--- src/rtl/synth_prog_pkg.sv ---
package synth_prog_pkg;
   // select code carried in the two low bits of each word
   typedef enum logic [1:0] {
      SEL_REF2 = 2'b00,
      SEL_REF1 = 2'b01,
      SEL_N2   = 2'b10,
      SEL_N1   = 2'b11
   } latch_sel_e;

   localparam int NUM_SEL = 4;

   // reference-type targets are the codes with bit 1 clear
   function automatic bit sel_is_ref(input int code);
      return (code & 2) == 0;
   endfunction
endpackage

--- src/rtl/serial_shifter.sv ---
module serial_shifter #(
   parameter int WORD_W      = 22,
   parameter int SYNC_STAGES = 2
) (
   input  logic              clk,
   input  logic              rst_n,
   input  logic              ser_clk,
   input  logic              ser_data,
   input  logic              ser_le,
   output logic [WORD_W-1:0] word,
   output logic              load_stb
);
   localparam int LINES = 3;

   if (WORD_W < 2) begin : g_bad_width
      $error("serial_shifter: WORD_W must be at least 2");
   end
   if (SYNC_STAGES < 0) begin : g_bad_sync
      $error("serial_shifter: SYNC_STAGES must not be negative");
   end

   logic [LINES-1:0] raw_lines;
   logic [LINES-1:0] synced;
   assign raw_lines = {ser_le, ser_clk, ser_data};

   if (SYNC_STAGES == 0) begin : g_nosync
      assign synced = raw_lines;
   end else begin : g_sync
      logic [LINES-1:0] stg [SYNC_STAGES];
      always_ff @(posedge clk or negedge rst_n) begin
         if (!rst_n) begin
            for (int k = 0; k < SYNC_STAGES; k++) stg[k] <= '0;
         end else begin
            stg[0] <= raw_lines;
            for (int k = 1; k < SYNC_STAGES; k++) stg[k] <= stg[k-1];
         end
      end
      assign synced = stg[SYNC_STAGES-1];
   end

   logic s_data, s_clk, s_le;
   assign {s_le, s_clk, s_data} = synced;

   logic clk_q, le_q;
   logic sclk_rise;
   logic [WORD_W-1:0] shreg;

   always_ff @(posedge clk or negedge rst_n) begin
      if (!rst_n) begin
         clk_q <= 1'b0;
         le_q  <= 1'b0;
      end else begin
         clk_q <= s_clk;
         le_q  <= s_le;
      end
   end

   assign sclk_rise = s_clk & ~clk_q;
   assign load_stb  = s_le & ~le_q;

   always_ff @(posedge clk or negedge rst_n) begin
      if (!rst_n)         shreg <= '0;
      else if (sclk_rise) shreg <= {shreg[WORD_W-2:0], s_data};
   end

   assign word = shreg;

   AST_SHIFT_IN_LSB: assert property (@(posedge clk) disable iff (!rst_n)
      sclk_rise |=> shreg[0] == $past(s_data)) else $error("shift entry");
   AST_SHIFT_HOLD: assert property (@(posedge clk) disable iff (!rst_n)
      !sclk_rise |=> $stable(shreg)) else $error("shift hold");
endmodule

--- src/rtl/latch_decoder.sv ---
module latch_decoder #(
   parameter int CTRL_W = 2
) (
   input  logic                  clk,
   input  logic                  rst_n,
   input  logic                  load_stb,
   input  logic [CTRL_W-1:0]     ctrl,
   output logic [(1<<CTRL_W)-1:0] load_en
);
   localparam int NUM = 1 << CTRL_W;

   if (CTRL_W < 1) begin : g_bad_ctrl
      $error("latch_decoder: CTRL_W must be at least 1");
   end

   for (genvar g = 0; g < NUM; g++) begin : g_dec
      assign load_en[g] = load_stb && (ctrl == CTRL_W'(g));
   end

   AST_ONE_TARGET: assert property (@(posedge clk) disable iff (!rst_n)
      $onehot0(load_en)) else $error("more than one target");
   AST_STB_HITS: assert property (@(posedge clk) disable iff (!rst_n)
      load_stb |-> $countones(load_en) == 1) else $error("strobe lost");
endmodule

--- src/rtl/prog_latch.sv ---
module prog_latch #(
   parameter int PAY_W   = 20,
   parameter int DIV_LSB = 0,
   parameter int DIV_W   = 15,
   parameter int MIN_DIV = 3
) (
   input  logic             clk,
   input  logic             rst_n,
   input  logic             load_en,
   input  logic [PAY_W-1:0] pay_in,
   output logic [PAY_W-1:0] stored,
   output logic             range_err
);
   if (DIV_LSB + DIV_W > PAY_W) begin : g_bad_field
      $error("prog_latch: divide field exceeds payload");
   end
   if (MIN_DIV < 0 || MIN_DIV >= (1 << DIV_W)) begin : g_bad_min
      $error("prog_latch: MIN_DIV out of field range");
   end

   logic [DIV_W-1:0] div_in;
   logic [DIV_W-1:0] div_held;
   logic             div_ok;

   assign div_in   = pay_in[DIV_LSB +: DIV_W];
   assign div_held = stored[DIV_LSB +: DIV_W];
   assign div_ok   = div_in >= DIV_W'(MIN_DIV);

   always_ff @(posedge clk or negedge rst_n) begin
      if (!rst_n) begin
         stored    <= '0;
         range_err <= 1'b0;
      end else if (load_en) begin
         if (div_ok) begin
            stored    <= pay_in;
            range_err <= 1'b0;
         end else begin
            range_err <= 1'b1;
         end
      end
   end

   AST_IDLE_STABLE: assert property (@(posedge clk) disable iff (!rst_n)
      !load_en |=> $stable(stored) && $stable(range_err)) else $error("idle change");
   AST_REJECT_KEEPS: assert property (@(posedge clk) disable iff (!rst_n)
      load_en && !div_ok |=> $stable(stored) && range_err) else $error("reject");
   AST_DIV_FLOOR: assert property (@(posedge clk) disable iff (!rst_n)
      (stored != '0) |-> div_held >= DIV_W'(MIN_DIV)) else $error("floor");
endmodule

--- src/rtl/synth_prog_port.sv ---
module synth_prog_port #(
   parameter int WORD_W      = 22,
   parameter int CTRL_W      = 2,
   parameter int R_W         = 15,
   parameter int RMODE_W     = 5,
   parameter int A_W         = 7,
   parameter int B_W         = 11,
   parameter int NMODE_W     = 2,
   parameter int MIN_DIV     = 3,
   parameter int SYNC_STAGES = 2
) (
   input  logic                clk,
   input  logic                rst_n,
   input  logic                ser_clk,
   input  logic                ser_data,
   input  logic                ser_le,
   output logic [R_W-1:0]      syn1_r_div,
   output logic [RMODE_W-1:0]  syn1_r_mode,
   output logic [R_W-1:0]      syn2_r_div,
   output logic [RMODE_W-1:0]  syn2_r_mode,
   output logic [A_W-1:0]      syn1_a_cnt,
   output logic [B_W-1:0]      syn1_b_cnt,
   output logic [NMODE_W-1:0]  syn1_n_mode,
   output logic [A_W-1:0]      syn2_a_cnt,
   output logic [B_W-1:0]      syn2_b_cnt,
   output logic [NMODE_W-1:0]  syn2_n_mode,
   output logic [(1<<CTRL_W)-1:0] range_err
);
   import synth_prog_pkg::*;

   localparam int PAY_W     = WORD_W - CTRL_W;
   localparam int NUM_LATCH = 1 << CTRL_W;
   localparam int R_OFF     = 0;
   localparam int RMODE_OFF = R_W;
   localparam int A_OFF     = 0;
   localparam int B_OFF     = A_W;
   localparam int NMODE_OFF = A_W + B_W;

   if (CTRL_W != 2 || NUM_LATCH != NUM_SEL) begin : g_bad_ctrl
      $error("synth_prog_port: routing needs a two-bit select");
   end
   if (R_W + RMODE_W != PAY_W) begin : g_bad_ref
      $error("synth_prog_port: reference layout does not fill the word");
   end
   if (A_W + B_W + NMODE_W != PAY_W) begin : g_bad_n
      $error("synth_prog_port: N layout does not fill the word");
   end

   logic [WORD_W-1:0]    word;
   logic                 load_stb;
   logic [NUM_LATCH-1:0] load_en;
   logic [PAY_W-1:0]     pay [NUM_LATCH];

   serial_shifter #(.WORD_W(WORD_W), .SYNC_STAGES(SYNC_STAGES)) u_shift (
      .clk(clk), .rst_n(rst_n),
      .ser_clk(ser_clk), .ser_data(ser_data), .ser_le(ser_le),
      .word(word), .load_stb(load_stb)
   );

   latch_decoder #(.CTRL_W(CTRL_W)) u_dec (
      .clk(clk), .rst_n(rst_n),
      .load_stb(load_stb), .ctrl(word[CTRL_W-1:0]), .load_en(load_en)
   );

   for (genvar g = 0; g < NUM_LATCH; g++) begin : g_latch
      localparam bit IS_REF  = sel_is_ref(g);
      localparam int DIV_LSB = IS_REF ? R_OFF : B_OFF;
      localparam int DIV_W   = IS_REF ? R_W : B_W;
      prog_latch #(
         .PAY_W(PAY_W), .DIV_LSB(DIV_LSB), .DIV_W(DIV_W), .MIN_DIV(MIN_DIV)
      ) u_latch (
         .clk(clk), .rst_n(rst_n),
         .load_en(load_en[g]),
         .pay_in(word[WORD_W-1:CTRL_W]),
         .stored(pay[g]),
         .range_err(range_err[g])
      );
   end

   localparam int I_R2 = int'(SEL_REF2);
   localparam int I_R1 = int'(SEL_REF1);
   localparam int I_N2 = int'(SEL_N2);
   localparam int I_N1 = int'(SEL_N1);

   assign syn2_r_div  = pay[I_R2][R_OFF +: R_W];
   assign syn2_r_mode = pay[I_R2][RMODE_OFF +: RMODE_W];
   assign syn1_r_div  = pay[I_R1][R_OFF +: R_W];
   assign syn1_r_mode = pay[I_R1][RMODE_OFF +: RMODE_W];
   assign syn2_a_cnt  = pay[I_N2][A_OFF +: A_W];
   assign syn2_b_cnt  = pay[I_N2][B_OFF +: B_W];
   assign syn2_n_mode = pay[I_N2][NMODE_OFF +: NMODE_W];
   assign syn1_a_cnt  = pay[I_N1][A_OFF +: A_W];
   assign syn1_b_cnt  = pay[I_N1][B_OFF +: B_W];
   assign syn1_n_mode = pay[I_N1][NMODE_OFF +: NMODE_W];
endmodule

--- config.mk ---
export PLATFORM = sky130hd
export DESIGN_NAME = synth_prog_port
export DESIGN_NICKNAME = d
export VERILOG_FILES = /design/src/rtl/synth_prog_pkg.sv /design/src/rtl/serial_shifter.sv /design/src/rtl/latch_decoder.sv /design/src/rtl/prog_latch.sv /design/src/rtl/synth_prog_port.sv
export SDC_FILE = /design/constraint.sdc
export NUM_CORES = 1
export LEC_CHECK = 0
export BUFFER_PORTS_ARGS = -buffer_cell sky130_fd_sc_hd__buf_2
export CAP_MARGIN = 5
export CORE_UTILIZATION = 54
export CTS_CLUSTER_SIZE = 40
export DETAILED_ROUTE_END_ITERATION = 16
export HOLD_SLACK_MARGIN = 0.06
export PLACE_DENSITY = 0.79
export RECOVER_POWER = 100
export SLEW_MARGIN = 20
export SYNTH_ARGS = -nofsm -noshare
export SYNTH_HDL_FRONTEND = slang
export SYNTH_SLANG_ARGS = --single-unit
--- constraint.sdc ---
create_clock -name clk -period 2.08 [get_ports clk]
set_clock_uncertainty 0.1 [all_clocks]
set_input_delay 0 -clock clk [delete_from_list [all_inputs] [get_ports clk]]
set_output_delay 0 -clock clk [all_outputs]
set_load 0.02 [all_outputs]
## Word level (Yosys, flattened, before mapping)

Cells that the tools add are included.

- $lt $le $gt $ge: 2
- Bitwise gates (word level): 4
- Reductions and logical operators: 9
- Mux-type cells: 2
- Eq/ne operators: 3

Operator list:

| cell | number |
|---|---|
| 15-bit by 2-bit >= comparator with 1-bit output (second input constant) | 1 |
| 11-bit by 2-bit >= comparator with 1-bit output (second input constant) | 1 |
| 2-bit AND reduction | 4 |
| 2-bit == test (second input constant) | 2 |
| 1-bit logical AND | 4 |
| 1-bit bitwise AND | 2 |
| 2-bit by 1-bit == test with 1-bit output (second input constant) | 1 |
| 2-bit logical NOT | 1 |
| 1-bit 2-to-1 mux | 2 |
| 1-bit inverter | 2 |

- Register bits: 114

## Longest topological paths before layout

- Depth in word-level cells: 4
- Gate-level depth with buffers: 5

## By module

From an unflattened synthesis, not the netlist that was laid out.

- Cell total of the unflattened synthesis: 262
- Area, all modules: 4,521.8 µm²

By module, submodules not included:

| module | area each (µm²) | instances | cells an instance |
|---|---|---|---|
| prog_latch (g_latch[0].u_latch ...) | 865.8 | 2 | 51 |
| prog_latch (g_latch[2].u_latch ...) | 814.5 | 2 | 50 |
| serial_shifter | 1,123.6 | 1 | 56 |
| latch_decoder | 37.5 | 1 | 4 |

## Worst setup path after synthesis

OpenSTA, ideal clock, no wires.

- Path type: flip-flop to flip-flop
- Start: register u_shift.shreg[16] (netlist: u_shift.word[16])
- End: register g_latch[2].u_latch.stored[0]
- Stages on the path, launching flop included: 6
- Buffers on the path: 1
- Data required time: 1.855 ns
- Slack: 0.323 ns
- Data arrival time: 1.532 ns
- Setup time: 0.125 ns
- Path through: dfrtp_1 > nor4_1 > and3_1 > nor3_2 > buf_6 > mux2_4

- Cells in the longest elaborated chain, start to end: 2

Ends and longest elaborated chain:

| what | line | source |
|---|---|---|
| from (decl) | serial_shifter.sv:46 | `logic [WORD_W-1:0] shreg;` |
| from (signal assigned) | serial_shifter.sv:63 | `else if (sclk_rise) shreg <= {shreg[WORD_W-2:0], s_data};` |
| 11-bit by 2-bit >= comparator with 1-bit output | prog_latch.sv:27 | `assign div_ok = div_in >= DIV_W'(MIN_DIV);` |
| 2-bit AND reduction (no line) | - |  |
| to (signal assigned) | prog_latch.sv:35 | `stored <= pay_in;` |
| to (decl) | prog_latch.sv:11 | `output logic [PAY_W-1:0] stored,` |

No other way between the ends.
A chain may end at the register's enable or synchronous reset.

## Final worst setup path

- Start: register u_shift.shreg[9] (netlist: u_shift.word[9])
- End: register g_latch[2].u_latch.stored[11]

The elaborated chain is that of the path after synthesis.

==> reports/summary.txt <==
Max Clk Rate -> 0.492 GHz
buffer and inverter count on the worst path -> 1
slowest library cell on the worst path -> sky130_fd_sc_hd__a2111oi_2
smallest hold slack -> 0.256 ns
kind of cell with the highest combined delay on the critical path -> compound AO/OA/AOI/OAI gates
Final TNS setup -> 0 ns
final std cell area, no fill -> 0.00571 mm^2
leading cell types by total area after synthesis -> sky130_fd_sc_hd__dfrtp_1 64%, sky130_fd_sc_hd__mux2_4 14%, sky130_fd_sc_hd__mux2_1 10%, sky130_fd_sc_hd__mux2_2 6.6%, sky130_fd_sc_hd__buf_6 1.0%
FF-to-FF End -> g_latch[2].u_latch.stored[11]
placed wire-length estimate -> 5.73 mm
worst-margin pin slew -> 1.19 ns
sequential group share of total power -> 0.397
total routed wirelength -> 9.65 mm
final hold violation count -> 0
initial core utilization -> 0.564
post-layout min period -> 2.03 ns
nature of the critical path startpoint -> register
cell accounting for the most synthesized area -> sky130_fd_sc_hd__dfrtp_1
source of the worst hold timing path -> u_shift.g_sync.stg[3]
clock tree sinks -> 114
number of detailed-routing iterations run before antenna repair -> 4
proportion of netlist area held by the largest area contributor -> 0.644
combinational fraction of design power -> 0.260
Min-Delay Endpoint -> u_shift.synced[0]
CTS root buf -> sky130_fd_sc_hd__clkbuf_8
final count of negative-setup-slack endpoints -> 0
Net Sw Frac -> 0.325
Hold Path Depth -> 0
global route total overflow -> 0
Worst path max stage delay -> 0.46 ns
register clock-pin slew on the reported worst setup and hold paths -> 0.05 ns
warnings from Yosys -> 0
maximum vdd drop -> 769 uV
net load switching power -> 2650 uW
unrepaired setup endpoints after global routing -> true
status -> finished, final reports clean
max cap viols -> 0
DRC errors left -> 0
count of H-tree levels built during CTS -> 4
sequential fraction of the synthesis area -> 0.644
die width -> 92.6 um
worst-path cell chain -> a2111oi_2 > and3_2 > nor3_4 > buf_4 > mux2_4
instance count on the critical path -> 5
number of buffers inserted by port buffering -> 88
Arrival @ worst endpoint -> 2.32 ns
number of cell rows -> 32
number of flip-flops and latches in the synthesized netlist -> 114
CTS Buf Count -> 17
placer's final routability congestion estimate -> 0.731
placeable core area -> 0.00785 mm^2
wire length of the first global-routing pass -> 14.9 mm
worst reg2reg path startpoint -> u_shift.word[9]
area growth from synthesis to layout -> 29.0%
Max Transition Viols Final -> 0
Iteration-0 DRC Markers -> 109
Syn Inst Count -> 253
worst path required time -> 2.37 ns
type of the worst setup path -> reg -> reg
via count of the first global-routing pass -> 2,764
y dimension of the die -> 92.6 um
number of antenna violations at the first check in global routing -> 0
post-detailed-route wirelength per cell -> 19.6 um
headroom to the max-slew limit -> 0.209
crit-path max FO -> 7
fraction of layout instances using a drive strength above 1 -> 0.335
placement-stage cell area -> 0.00512 mm^2
reg2reg path depth -> 5
PD cells -> 1430 mW/mm^2
pin count of the biggest net entering global routing -> 48
Total Nets Final -> 383
most frequently used flop master after synthesis -> sky130_fd_sc_hd__dfrtp_1
type of destination of the critical path -> register
core utilization of the finished layout -> 0.728
Synth top cells by count -> 114 x sky130_fd_sc_hd__dfrtp_1, 40 x sky130_fd_sc_hd__mux2_1, 40 x sky130_fd_sc_hd__mux2_4
clock latency at the later pin of the worst-skew pair -> 0.51 ns
combined global-route utilization of all metal layers -> 0.237
Via density -> 5.37
most frequently used cell type in the post-synthesis netlist -> sky130_fd_sc_hd__dfrtp_1
Boundary Pins -> 89
Setup Buffers After CTS -> 0
type of the worst min-delay path -> reg -> reg
fraction of registers with async set/reset -> 1.00
buffers from clock root to sink, at most -> 2
EDFF count, synth -> 0
P_leak -> 0.00273 uW
final cycle utilization of the critical path -> 0.976
power share of the clock group -> 0.344
Syn Area/Cell -> 17.5 um^2
count of inserted antenna diode cells -> 0
clock tree from TritonCTS -> built
area of the die -> 0.00857 mm^2
count of nets left with antenna violations after detail routing -> 0
total nets after synthesis -> 258
Netlist Area Pre-Place -> 0.00443 mm^2
Vias -> 2,645
Pint -> 5510 uW
distinct cell type count after synthesis -> 24
R2R Setup Slk -> 0.05 ns
[worst max path at each step]
stage / slack (ns) / start / endpoint
6_report: 0.05 / u_shift.word[9] / g_latch[2].u_latch.stored[11]
5_1_grt: -0.01 / u_shift.word[10] / g_latch[1].u_latch.stored[14]
4_1_cts: 0.02 / u_shift.le_q / g_latch[3].u_latch.stored[10]
3_5_place_dp: -0.03 / u_shift.word[9] / g_latch[3].u_latch.stored[6]
3_3_place_gp: 0.03 / u_shift.word[9] / g_latch[3].u_latch.stored[12]
2_1_floorplan: 0.32 / u_shift.word[16] / g_latch[2].u_latch.stored[0]
[routing by layer]
metal,track usage,vias up,share of wire
li1,-,1163,-
met3,0.0698,15,0.049
met4,0.0990,0,0.013
met2,0.375,80,0.49
met5,0,-,0
met1,0.307,1387,0.45
[power by group through the flow]
stage | combinational, uW | clock [uW] | sequential [uW]
6_report | 2120 | 2800 | 3230
5_1_grt | 2240 | 2950 | 3300
4_1_cts | 2180 | 2830 | 3190
3_5_place_dp | 2110 | 0 | 3200
3_3_place_gp | 2060 | 0 | 3180
2_1_floorplan | 852 | 0 | 3600
[stage by stage]
step | power [uW] | cells | setup WS (ns)
4_1_cts | 8200 | 492 | 0.0171
3_3_place_gp | 5240 | 452 | 0.0296
6_report | 8150 | 493 | 0.0491
3_5_place_dp | 5310 | 452 | -0.0311
2_1_floorplan | 4450 | 253 | 0.323
5_1_grt | 8480 | 493 | -0.0143
[worst register-to-register path: cells and delay by family, from the launching register on]
family                 cells  cell delay [ns]
AO/OA/AOI/OAI              1             0.46
AND/OR/NAND/NOR            2             0.46
flip-flops                 1             0.39
multiplexers               1             0.31
buffers and inverters      1             0.19
[cell type report]
cell class                 instances  area (um^2)
clock inverter                    10          134
clock buffer                      22          443
sequential                       114         2850
timing repair buffer             119          618
fill                             541         2140
multi-input combinational        126         1540
tap                              102          128
[placed cells by master (no fill, tap or decap), types with 2 or more instances in the layout]
cell type,netlist,final
sky130_fd_sc_hd__dlygate4sd3_1,0,8
sky130_fd_sc_hd__mux2_4,40,40
sky130_fd_sc_hd__nor2_1,2,2
sky130_fd_sc_hd__mux2_1,40,40
sky130_fd_sc_hd__clkbuf_8,0,2
sky130_fd_sc_hd__clkinvlp_4,0,2
sky130_fd_sc_hd__dfrtp_1,114,114
sky130_fd_sc_hd__nor4_4,0,2
sky130_fd_sc_hd__clkbuf_16,0,16
sky130_fd_sc_hd__mux2_2,26,26
sky130_fd_sc_hd__nand2_1,2,2
sky130_fd_sc_hd__buf_6,4,5
sky130_fd_sc_hd__bufinv_16,0,3
sky130_fd_sc_hd__clkbuf_2,0,2
sky130_fd_sc_hd__buf_2,4,4
sky130_fd_sc_hd__clkbuf_1,2,87
sky130_fd_sc_hd__clkinv_2,0,4
sky130_fd_sc_hd__buf_4,4,15
sky130_fd_sc_hd__nor2_4,0,2
[registers in the layout, indices dropped and copies added, names as in the netlist]
name,count
g_latch.u_latch.range_err,4
u_shift.le_q,1
u_shift.clk_q,1
u_shift.word,22
g_latch.u_latch.stored,80
u_shift.synced,3
u_shift.g_sync.stg,3
[repair_timing]
action / 4_1_cts / 5_1_grt
pin swaps: 1 / 1
resized for setup: 4 / 7
gates cloned: 0 / 1
hold buffers: 8 / 0
setup endpoints to repair: 54 / 80
endpoints found under the hold margin: 117 / 0
[kinds of logic (layout without fill, tap and decap cells)]
family          after synthesis  after routing  synth area share
mux                         106            106             0.303
buf+inv                      14            151            0.0232
compound gates                2              2           0.00367
simple gates                 17             18            0.0257
flops                       114            114             0.644
No activity file was read; power rests on OpenSTA's default activity.
